[config.mk]
export PLATFORM = sky130hd
export DESIGN_NAME = rt_fwft_fifo
export DESIGN_NICKNAME = d
export VERILOG_FILES = /design/src/rtl/rt_fwft_fifo_pkg.sv /design/src/rtl/rt_fwft_fifo_ctrl.sv /design/src/rtl/rt_fwft_fifo_dp.sv /design/src/rtl/rt_fwft_fifo.sv
export SDC_FILE = /design/constraint.sdc
export NUM_CORES = 1
export LEC_CHECK = 0
export CAP_MARGIN = 20
export CORE_UTILIZATION = 40
export DETAILED_ROUTE_END_ITERATION = 6
export DONT_BUFFER_PORTS = 1
export GPL_TIMING_DRIVEN = 0
export PLACE_DENSITY = 0.6
export SYNTH_ARGS = -nofsm -noshare
export SYNTH_HDL_FRONTEND = slang
export SYNTH_SLANG_ARGS = --single-unit
[constraint.sdc]
create_clock -name clk -period 2.79 [get_ports clk]
set_input_delay 0.558 -clock clk [delete_from_list [all_inputs] [get_ports clk]]
set_output_delay 0.558 -clock clk [all_outputs]
set_load 0.02 [all_outputs]
[src/rtl/rt_fwft_fifo_pkg.sv]
package rt_fwft_fifo_pkg;
  typedef struct packed {
    logic push;     // store wrData at the write pointer
    logic load;     // move mem[rdPtr] into the output register
    logic rewind;   // read pointer back to the retransmit base
    logic clrPtr;   // clear both pointers
    logic clrData;  // clear the output word
  } dpStrobe_t;
endpackage

[src/rtl/rt_fwft_fifo_ctrl.sv]
module rt_fwft_fifo_ctrl
  import rt_fwft_fifo_pkg::*;
#(
  parameter int ADDR_W    = 3,
  parameter int SETUP_CYC = 3
) (
  input  logic              clk,
  input  logic              masterRst,
  input  logic              partialRst,
  input  logic              wrEn,
  input  logic              rdEn,
  input  logic              rtReq,
  input  logic              rtMode,
  input  logic [ADDR_W:0]   wrPtr,
  output dpStrobe_t         strobe,
  output logic              inReady,
  output logic              outReady,
  output logic              rtErr,
  output logic [ADDR_W:0]   count,
  output logic              setupBusy
);
  localparam int RAM_DEPTH  = 1 << ADDR_W;
  localparam int FWFT_DEPTH = RAM_DEPTH + 1;
  localparam int RT_LIMIT   = FWFT_DEPTH - 2;
  localparam int CNT_W      = ADDR_W + 1;
  localparam int OCC_W      = ADDR_W + 2;
  localparam int PH_W       = $clog2(SETUP_CYC + 1);

  logic [CNT_W-1:0] countQ;
  logic [PH_W-1:0]  phaseQ;
  logic             ovQ;
  logic             errQ;
  logic [OCC_W-1:0] occ;
  logic             anyRst, rtHit, rtOk, push, load, rewind;

  always_comb begin
    anyRst = masterRst || partialRst;
    occ    = {1'b0, countQ} + {{(OCC_W-1){1'b0}}, ovQ};
    rtHit  = rtReq && rtMode && (phaseQ == '0);
    rtOk   = occ <= OCC_W'(RT_LIMIT);
    push   = !anyRst && wrEn && (countQ < CNT_W'(RAM_DEPTH));
    rewind = !anyRst && rtHit && rtOk;
    if (anyRst)
      load = 1'b0;
    else if (phaseQ == PH_W'(1))
      load = countQ != '0;
    else if (phaseQ == '0)
      load = !rewind && (countQ != '0) && (!ovQ || rdEn);
    else
      load = 1'b0;
  end

  always_ff @(posedge clk) begin
    if (anyRst) begin
      countQ <= '0;
      phaseQ <= '0;
      ovQ    <= 1'b0;
      errQ   <= 1'b0;
    end else begin
      errQ <= rtHit && !rtOk;
      if (rewind)
        countQ <= wrPtr + CNT_W'(push);
      else
        countQ <= countQ + CNT_W'(push) - CNT_W'(load);
      if (rewind)
        phaseQ <= PH_W'(SETUP_CYC);
      else if (phaseQ != '0)
        phaseQ <= phaseQ - PH_W'(1);
      if (rewind)
        ovQ <= 1'b0;
      else if (phaseQ > PH_W'(1))
        ovQ <= 1'b0;
      else if (load)
        ovQ <= 1'b1;
      else if (phaseQ == '0 && rdEn)
        ovQ <= 1'b0;
    end
  end

  always_comb begin
    strobe.push    = push;
    strobe.load    = load;
    strobe.rewind  = rewind;
    strobe.clrPtr  = anyRst;
    strobe.clrData = masterRst;
  end

  assign inReady   = countQ < CNT_W'(RAM_DEPTH);
  assign outReady  = ovQ;
  assign rtErr     = errQ;
  assign count     = countQ;
  assign setupBusy = phaseQ != '0;
endmodule

[src/rtl/rt_fwft_fifo_dp.sv]
module rt_fwft_fifo_dp
  import rt_fwft_fifo_pkg::*;
#(
  parameter int DATA_W = 8,
  parameter int ADDR_W = 3
) (
  input  logic              clk,
  input  dpStrobe_t         strobe,
  input  logic [DATA_W-1:0] wrData,
  output logic [ADDR_W:0]   wrPtr,
  output logic [DATA_W-1:0] rdData
);
  localparam int RAM_DEPTH = 1 << ADDR_W;

  logic [DATA_W-1:0] mem [RAM_DEPTH];
  logic [ADDR_W:0]   wrPtrQ;
  logic [ADDR_W-1:0] rdPtrQ;
  logic [DATA_W-1:0] rdDataQ;

  always_ff @(posedge clk) begin
    if (strobe.push)
      mem[wrPtrQ[ADDR_W-1:0]] <= wrData;
  end

  always_ff @(posedge clk) begin
    if (strobe.clrPtr) begin
      wrPtrQ <= '0;
      rdPtrQ <= '0;
    end else begin
      if (strobe.push)
        wrPtrQ <= wrPtrQ + 1'b1;
      if (strobe.rewind)
        rdPtrQ <= '0;
      else if (strobe.load)
        rdPtrQ <= rdPtrQ + 1'b1;
    end
  end

  always_ff @(posedge clk) begin
    if (strobe.clrData)
      rdDataQ <= '0;
    else if (strobe.load)
      rdDataQ <= mem[rdPtrQ];
  end

  assign wrPtr  = wrPtrQ;
  assign rdData = rdDataQ;
endmodule

[src/rtl/rt_fwft_fifo.sv]
module rt_fwft_fifo
  import rt_fwft_fifo_pkg::*;
#(
  parameter int DATA_W    = 8,
  parameter int ADDR_W    = 3,
  parameter int SETUP_CYC = 3
) (
  input  logic              clk,
  input  logic              masterRst,
  input  logic              partialRst,
  input  logic [DATA_W-1:0] wrData,
  input  logic              wrEn,
  output logic              inReady,
  output logic [DATA_W-1:0] rdData,
  input  logic              rdEn,
  output logic              outReady,
  input  logic              rtReq,
  input  logic              rtMode,
  output logic              rtErr
);
  dpStrobe_t       strobe;
  logic [ADDR_W:0] wrPtr;
  logic [ADDR_W:0] count;
  logic            setupBusy;

  rt_fwft_fifo_ctrl #(.ADDR_W(ADDR_W), .SETUP_CYC(SETUP_CYC)) u_ctrl (
    .clk(clk), .masterRst(masterRst), .partialRst(partialRst),
    .wrEn(wrEn), .rdEn(rdEn), .rtReq(rtReq), .rtMode(rtMode),
    .wrPtr(wrPtr), .strobe(strobe), .inReady(inReady),
    .outReady(outReady), .rtErr(rtErr), .count(count),
    .setupBusy(setupBusy)
  );

  rt_fwft_fifo_dp #(.DATA_W(DATA_W), .ADDR_W(ADDR_W)) u_dp (
    .clk(clk), .strobe(strobe), .wrData(wrData),
    .wrPtr(wrPtr), .rdData(rdData)
  );
endmodule

# Word-level counts from Yosys, hierarchy flattened
# Memories as Yosys holds them, arrays and structs flattened. A register that Yosys moved wholly into a read port is not among the register bits.
# Cells that the tools add are included.
dict set report word_totals {
  reg_bits 15
  ram_bits 64
  inputBits 15
  out_inout_bits 11
  wordCells 51
  memories 1
}
# name depth width rd rd_ports_with_merged_regs write_ports line
set mem_list {}
lappend mem_list {u_dp.mem 8 8 1 1 1 rt_fwft_fifo_dp.sv:15} ;# logic [DATA_W-1:0] mem [RAM_DEPTH];
dict set report classes {
  add_sub_neg 7
  order_cmp 3
  n_eq_ne 1
  muxes 10
  n_reduce_logical 23
}
# operator count
set op_table {}
lappend op_table {{logical AND 1 bit} 10}
lappend op_table {{adder 4 x 1 -> 4 bit} 2}
lappend op_table {{2-to-1 mux 1 bit} 7}
lappend op_table {{nonzero test 2 bit} 3}
lappend op_table {{adder 4 x 1 -> 5 bit} 1}
lappend op_table {{less-or-equal comparator 5 x 3 -> 1 bit, second input constant} 1}
lappend op_table {{adder 4 x 1 -> 4 bit, second input constant} 1}
lappend op_table {{zero test 1 bit} 4}
lappend op_table {{less-than comparator 4 bit, second input constant} 1}
lappend op_table {{2-to-1 mux 2 bit} 2}
lappend op_table {{2-to-1 mux 4 bit} 1}
lappend op_table {{nonzero test 4 bit} 1}
lappend op_table {{subtractor 4 x 1 -> 4 bit} 1}
lappend op_table {{adder 3 x 1 -> 3 bit, second input constant} 1}
lappend op_table {{OR reduction 3 bit} 1}
lappend op_table {{equality test 2 x 1 -> 1 bit, second input constant} 1}
lappend op_table {{greater-than comparator 2 x 1 -> 1 bit, second input constant} 1}
lappend op_table {{zero test 2 bit} 1}
lappend op_table {{logical OR 1 bit} 2}
lappend op_table {{OR reduction 2 bit} 1}
lappend op_table {{subtractor 2 x 1 -> 2 bit, second input constant} 1}

# Logic depth before layout (Yosys ltp)
dict set report logic_depth {
  word_depth 12
  mapped_depth 15
  depth_no_buf 14
}

# Modules after synthesis
# From an unflattened synthesis, not the netlist that was laid out.
dict set report unflattened {
  hier_cells 269
  hier_area_um2 3829.9
}
# mod instances cells_each area_each_um2 seq_area_each_um2
set modules_own_cells {}
lappend modules_own_cells {rt_fwft_fifo_dp 1 187 3120.5 2222.1}
lappend modules_own_cells {rt_fwft_fifo_ctrl 1 82 709.4 160.2}

# Worst setup path before layout
# OpenSTA, ideal clock, no wires.
dict set report synth_timing {
  kind {register to register}
  start {register u_ctrl.ovQ, in the netlist u_ctrl.outReady}
  end {register u_ctrl.countQ[2], in the netlist u_ctrl.count[2]}
  setup_ns 0.127
  arrival_ns 2.638
  required_ns 2.663
  path_slack_ns 0.025
  path_stages_with_launch 16
  path_buffers 1
  synth_period_minus_slack_ns 2.765
  path_cell_list {dfxtp_1 -> ha_1 -> ha_1 -> nand2_1 -> o21a_1 -> a21oi_2 -> o21a_1 -> buf_6 -> ha_1 -> inv_1 -> ha_1 -> inv_1 -> fa_1 -> xnor2_1 -> a21oi_1 -> nor2_1}
}
dict set report synth_via {
  elab_chain_len 11
  word_cells_on_any_way 13
  cone_classes {2 x add/sub; 1 x order compare; 4 x mux; 6 x reduce/logical}
}
# item line
set synth_lines {}
lappend synth_lines {{start, declared} rt_fwft_fifo_ctrl.sv:31} ;# logic ovQ;
lappend synth_lines {{start signal, assigned} rt_fwft_fifo_ctrl.sv:57} ;# ovQ <= 1'b0;
lappend synth_lines {{start signal, assigned} rt_fwft_fifo_ctrl.sv:70} ;# ovQ <= 1'b0;
lappend synth_lines {{start signal, assigned} rt_fwft_fifo_ctrl.sv:72} ;# ovQ <= 1'b0;
lappend synth_lines {{adder 4 x 1 -> 5 bit} rt_fwft_fifo_ctrl.sv:38} ;# occ = {1'b0, countQ} + {{(OCC_W-1){1'b0}}, ovQ};
lappend synth_lines {{less-or-equal comparator 5 x 3 -> 1 bit} rt_fwft_fifo_ctrl.sv:40} ;# rtOk = occ <= OCC_W'(RT_LIMIT);
lappend synth_lines {{logical AND 1 bit} rt_fwft_fifo_ctrl.sv:42} ;# rewind = !anyRst && rtHit && rtOk;
lappend synth_lines {{zero test 1 bit} rt_fwft_fifo_ctrl.sv:48} ;# load = !rewind && (countQ != '0) && (!ovQ || rdEn);
lappend synth_lines {{logical AND 1 bit} rt_fwft_fifo_ctrl.sv:48}
lappend synth_lines {{logical AND 1 bit *} rt_fwft_fifo_ctrl.sv:48}
lappend synth_lines {{2-to-1 mux 1 bit *} rt_fwft_fifo_ctrl.sv:47} ;# else if (phaseQ == '0)
lappend synth_lines {{2-to-1 mux 1 bit *} rt_fwft_fifo_ctrl.sv:45} ;# else if (phaseQ == PH_W'(1))
lappend synth_lines {{2-to-1 mux 1 bit *} rt_fwft_fifo_ctrl.sv:43} ;# if (anyRst)
lappend synth_lines {{via u_ctrl.load} rt_fwft_fifo_ctrl.sv:34} ;# logic anyRst, rtHit, rtOk, push, load, rewind;
lappend synth_lines {{subtractor 4 x 1 -> 4 bit *} rt_fwft_fifo_ctrl.sv:64} ;# countQ <= countQ + CNT_W'(push) - CNT_W'(load);
lappend synth_lines {{2-to-1 mux 4 bit *} rt_fwft_fifo_ctrl.sv:61} ;# if (rewind)
lappend synth_lines {{end signal, assigned} rt_fwft_fifo_ctrl.sv:62} ;# countQ <= wrPtr + CNT_W'(push);
lappend synth_lines {{end signal, assigned} rt_fwft_fifo_ctrl.sv:64}
lappend synth_lines {{end, declared} rt_fwft_fifo_ctrl.sv:29} ;# logic [CNT_W-1:0] countQ;
# Mark *: on every way through the listed nets, which the timed path passes. The rest lies on a longest branch.
# A chain may end at the register's enable or synchronous reset.

# Final worst setup path
dict set report layout_timing {
  start {register u_ctrl.ovQ, in the netlist u_ctrl.outReady}
  end {register u_ctrl.countQ[1], in the netlist u_ctrl.count[1]}
}
# Same word-level chain as after synthesis.

==> flow_metrics.tcl <==
set metrics [dict create \
    h-tree-depth 3 \
    fill_cells 780 \
    wl_per_cell_um 17.7 \
    start_util_pct 41.9 \
    path_cells "ha_4 -> ha_1 -> nand2_1 -> o21a_1 -> a21oi_2 -> o21a_1 -> buf_6 -> ha_2 -> inv_1 -> ha_2 -> inv_1 -> fa_2 -> a211oi_1" \
    min_from "wrData[1]" \
    final-hold-violation-count 0 \
    cts_tree "built" \
    hold_buffers 0 \
    final.setup_skew_ns 0.0114 \
    cp_slowest_cell "fa_2" \
    antenna_left 0 \
    grt_usage_pct 15.0 \
    r2r_start "u_ctrl.outReady$_SDFFE_PP0P_" \
    cp-end-kind "register" \
    cts_sinks 87 \
    min_to "u_dp.mem[6][1]$_DFFE_PP_" \
    violations "DRC" \
    cts-root-buf "clkbuf_8" \
    overflow 0 \
    max_stage_delay_ns 0.44 \
    netlist_instances 238 \
    area_growth_syn_to_layout_pct 11.8 \
    synth_seq_cells 87 \
    vias 1908 \
    setup-tns-final_ns 0 \
    avgSynthCellArea_um2 15.6 \
    startpoint_type "register" \
    r2r_slack_ns 0.16 \
    required_ns 3.05 \
    yosys_warnings 0 \
    grt_antenna_before_repair 0 \
    grt_max_degree 15 \
    critPathArrivalTime_ns 2.90 \
    maxCapViolCount 0 \
    grt_pass1_wl_um 10400 \
    row_count 34 \
    detail_route.iter0.violations 118 \
    insertedDiodeCount 0 \
    powerDensity_nw_per_um2 595 \
    clock_latency_ns 0.35 \
    finalCritPeriodShare_pct 94.4 \
    vias_per_cell 5.20 \
    outcome "finished with violations" \
    hold-path-cell-count 0 \
    placed_cell_area_um2 3850 \
    crit_fanout 4 \
    dieArea_um2 9660 \
    setup_viol 0 \
    yosys_most_used_dff "edfxtp_1" \
    die_w_um 98.3 \
    worst_pin_slew_ns 0.902 \
    maxSlewViolCount 0 \
    clk_pin_slew_ns 0.09 \
    drt_first_pass_iters 7 \
    routed_wl_um 6500 \
    finalCriticalPeriod_ns 2.63 \
    die_y_um 98.3 \
    first_global_vias 1956 \
    remaining_drc_errors 1 \
    fmax_mhz 380 \
    ys_types 38 \
    ios 26 \
    layout-drive-gt1-share_pct 23.2 \
    fin_nets 285 \
    final_area_um2 4150 \
    synthArstFlopShare_pct 0 \
    crit_type "register to register" \
    whs_ns 0.295 \
    r2r_cells 13 \
    syn_area_um2 3710 \
    ys_seq_area_share_pct 64.2 \
    core_area_um2 8850 \
    hp-class "input port to register" \
    gp_congestion 0.721 \
    leakagePower_nw 1.35 \
    rr_endpoint "u_ctrl.count[1]$_SDFF_PN0_" \
    synth-edff-count 64 \
    post-route-util_pct 46.9 \
    relSlewSlack_pct 39.6 \
    syn_nets 269 \
    io_buffer_count 0 \
    max-vdd-ir-drop_mv 0.280 \
    clockBufferDepth 2 \
    numCtsBuffers 9 \
    hpwl_um 4180 \
]
==> report_power, final <==
| part | switching, mW | internal [mW] |
|---|---|---|
| combinational | 0.0620 | 0.0582 |
| sequential | 0.0217 | 1.40 |
| clock | 0.431 | 0.494 |
| total | 0.514 | 1.96 |
==> sequential cells by signal (all words and copies together), names as in the netlist <==
name,flops
u_ctrl.phaseQ,2
u_dp.rdPtrQ,3
u_ctrl.count,4
u_dp.rdData,8
u_dp.wrPtr,4
u_dp.mem,64
u_ctrl.rtErr,1
u_ctrl.outReady,1
==> cell families after synthesis <==
kind of cell | Yosys count | share of synthesized area (%)
AO/OA/AOI/OAI | 22 | 3.88
flip-flops | 87 | 64.2
multiplexers | 36 | 15.1
AND/OR/NAND/NOR | 51 | 7.02
adder cells (fa/ha/maj) | 16 | 5.60
XOR/XNOR | 7 | 1.65
buffers and inverters | 19 | 2.50
==> metrics by stage <==
stage          total power, mW  cells  worst slack, ns
6_report                  2.47    367            0.156
5_1_grt                   2.56    367         -0.00681
4_1_cts                   2.49    365           0.0152
3_5_place_dp              1.57    346           -0.229
3_3_place_gp              1.57    346           -0.217
2_1_floorplan             1.54    238           0.0245
==> critical path: cells and delay by family (launching register included) <==
kind	cells	cell delay, ns
compound gates	4	0.61
fa+ha+maj	5	1.24
buf+inv	3	0.23
flops	1	0.39
simple gates	1	0.08
==> cell usage after synthesis (3+ instances only) <==
cell / count / area [um2]
a21oi_1: 8 / 40.0
nor2_1: 13 / 48.8
dfxtp_1: 23 / 460
nor3_1: 3 / 15.0
edfxtp_1: 64 / 1920
ha_1: 15 / 188
xnor2_1: 5 / 43.8
mux2i_1: 20 / 200
nand2b_1: 13 / 81.3
nand2_1: 10 / 37.5
mux4_2: 16 / 360
o21ai_0: 3 / 15.0
inv_1: 10 / 37.5
clkbuf_1: 3 / 11.3
==> cell usage in the layout, fill, tap and decap left out, drive strengths merged, types with 2 or more instances in the layout <==
| cell | instances |
|---|---|
| a211oi | 2 |
| a21oi | 9 |
| and3 | 2 |
| buf | 11 |
| clkbuf | 15 |
| clkinv | 2 |
| dfxtp | 23 |
| edfxtp | 64 |
| ha | 15 |
| inv | 11 |
| mux2i | 20 |
| mux4 | 16 |
| nand2 | 11 |
| nand2b | 13 |
| nand3 | 2 |
| nor2 | 15 |
| nor3 | 3 |
| o21a | 2 |
| o21ai | 3 |
| or2 | 2 |
| or3 | 2 |
| xnor2 | 5 |
| xor2 | 2 |
==> routing by layer <==
layer	share of wire, %	GRT usage (%)	vias to the layer above
li1	-	-	916
met1	48	19.4	943
met2	46	23.2	37
met3	4.1	4.80	12
met4	1.9	6.20	0
met5	0	0	-
==> what timing repair did <==
item                                    4_1_cts  5_1_grt
pin swaps                                     1        5
endpoints found under the setup margin        3        3
gates resized for setup                       2       11
buffers inserted                              3        2
==> worst max path at each step <==
stage                                       endpoint                         start  slack, ns
final                     u_ctrl.count[1]$_SDFF_PN0_  u_ctrl.outReady$_SDFFE_PP0P_       0.16
after global routing      u_ctrl.count[2]$_SDFF_PN0_  u_ctrl.outReady$_SDFFE_PP0P_     -0.007
after CTS                 u_ctrl.count[2]$_SDFF_PN0_  u_ctrl.outReady$_SDFFE_PP0P_       0.02
after detailed placement  u_ctrl.count[2]$_SDFF_PN0_  u_ctrl.outReady$_SDFFE_PP0P_      -0.23
after global placement    u_ctrl.count[2]$_SDFF_PN0_  u_ctrl.outReady$_SDFFE_PP0P_      -0.22
after floorplan           u_ctrl.count[2]$_SDFF_PN0_  u_ctrl.outReady$_SDFFE_PP0P_       0.02
==> layout make-up <==
class | count | area, um2 | share of cell area (%)
Multi-Input combinational cell | 132 | 1270 | 30.7
Clock inverter | 4 | 50.0 | 1.21
Tap cell | 108 | 135 | 3.26
Buffer | 9 | 55.1 | 1.33
Timing Repair Buffer | 5 | 37.5 | 0.905
Sequential cell | 87 | 2390 | 57.7
Inverter | 10 | 37.5 | 0.905
Clock buffer | 12 | 166 | 4.01
No activity file was read; power rests on OpenSTA's default activity.
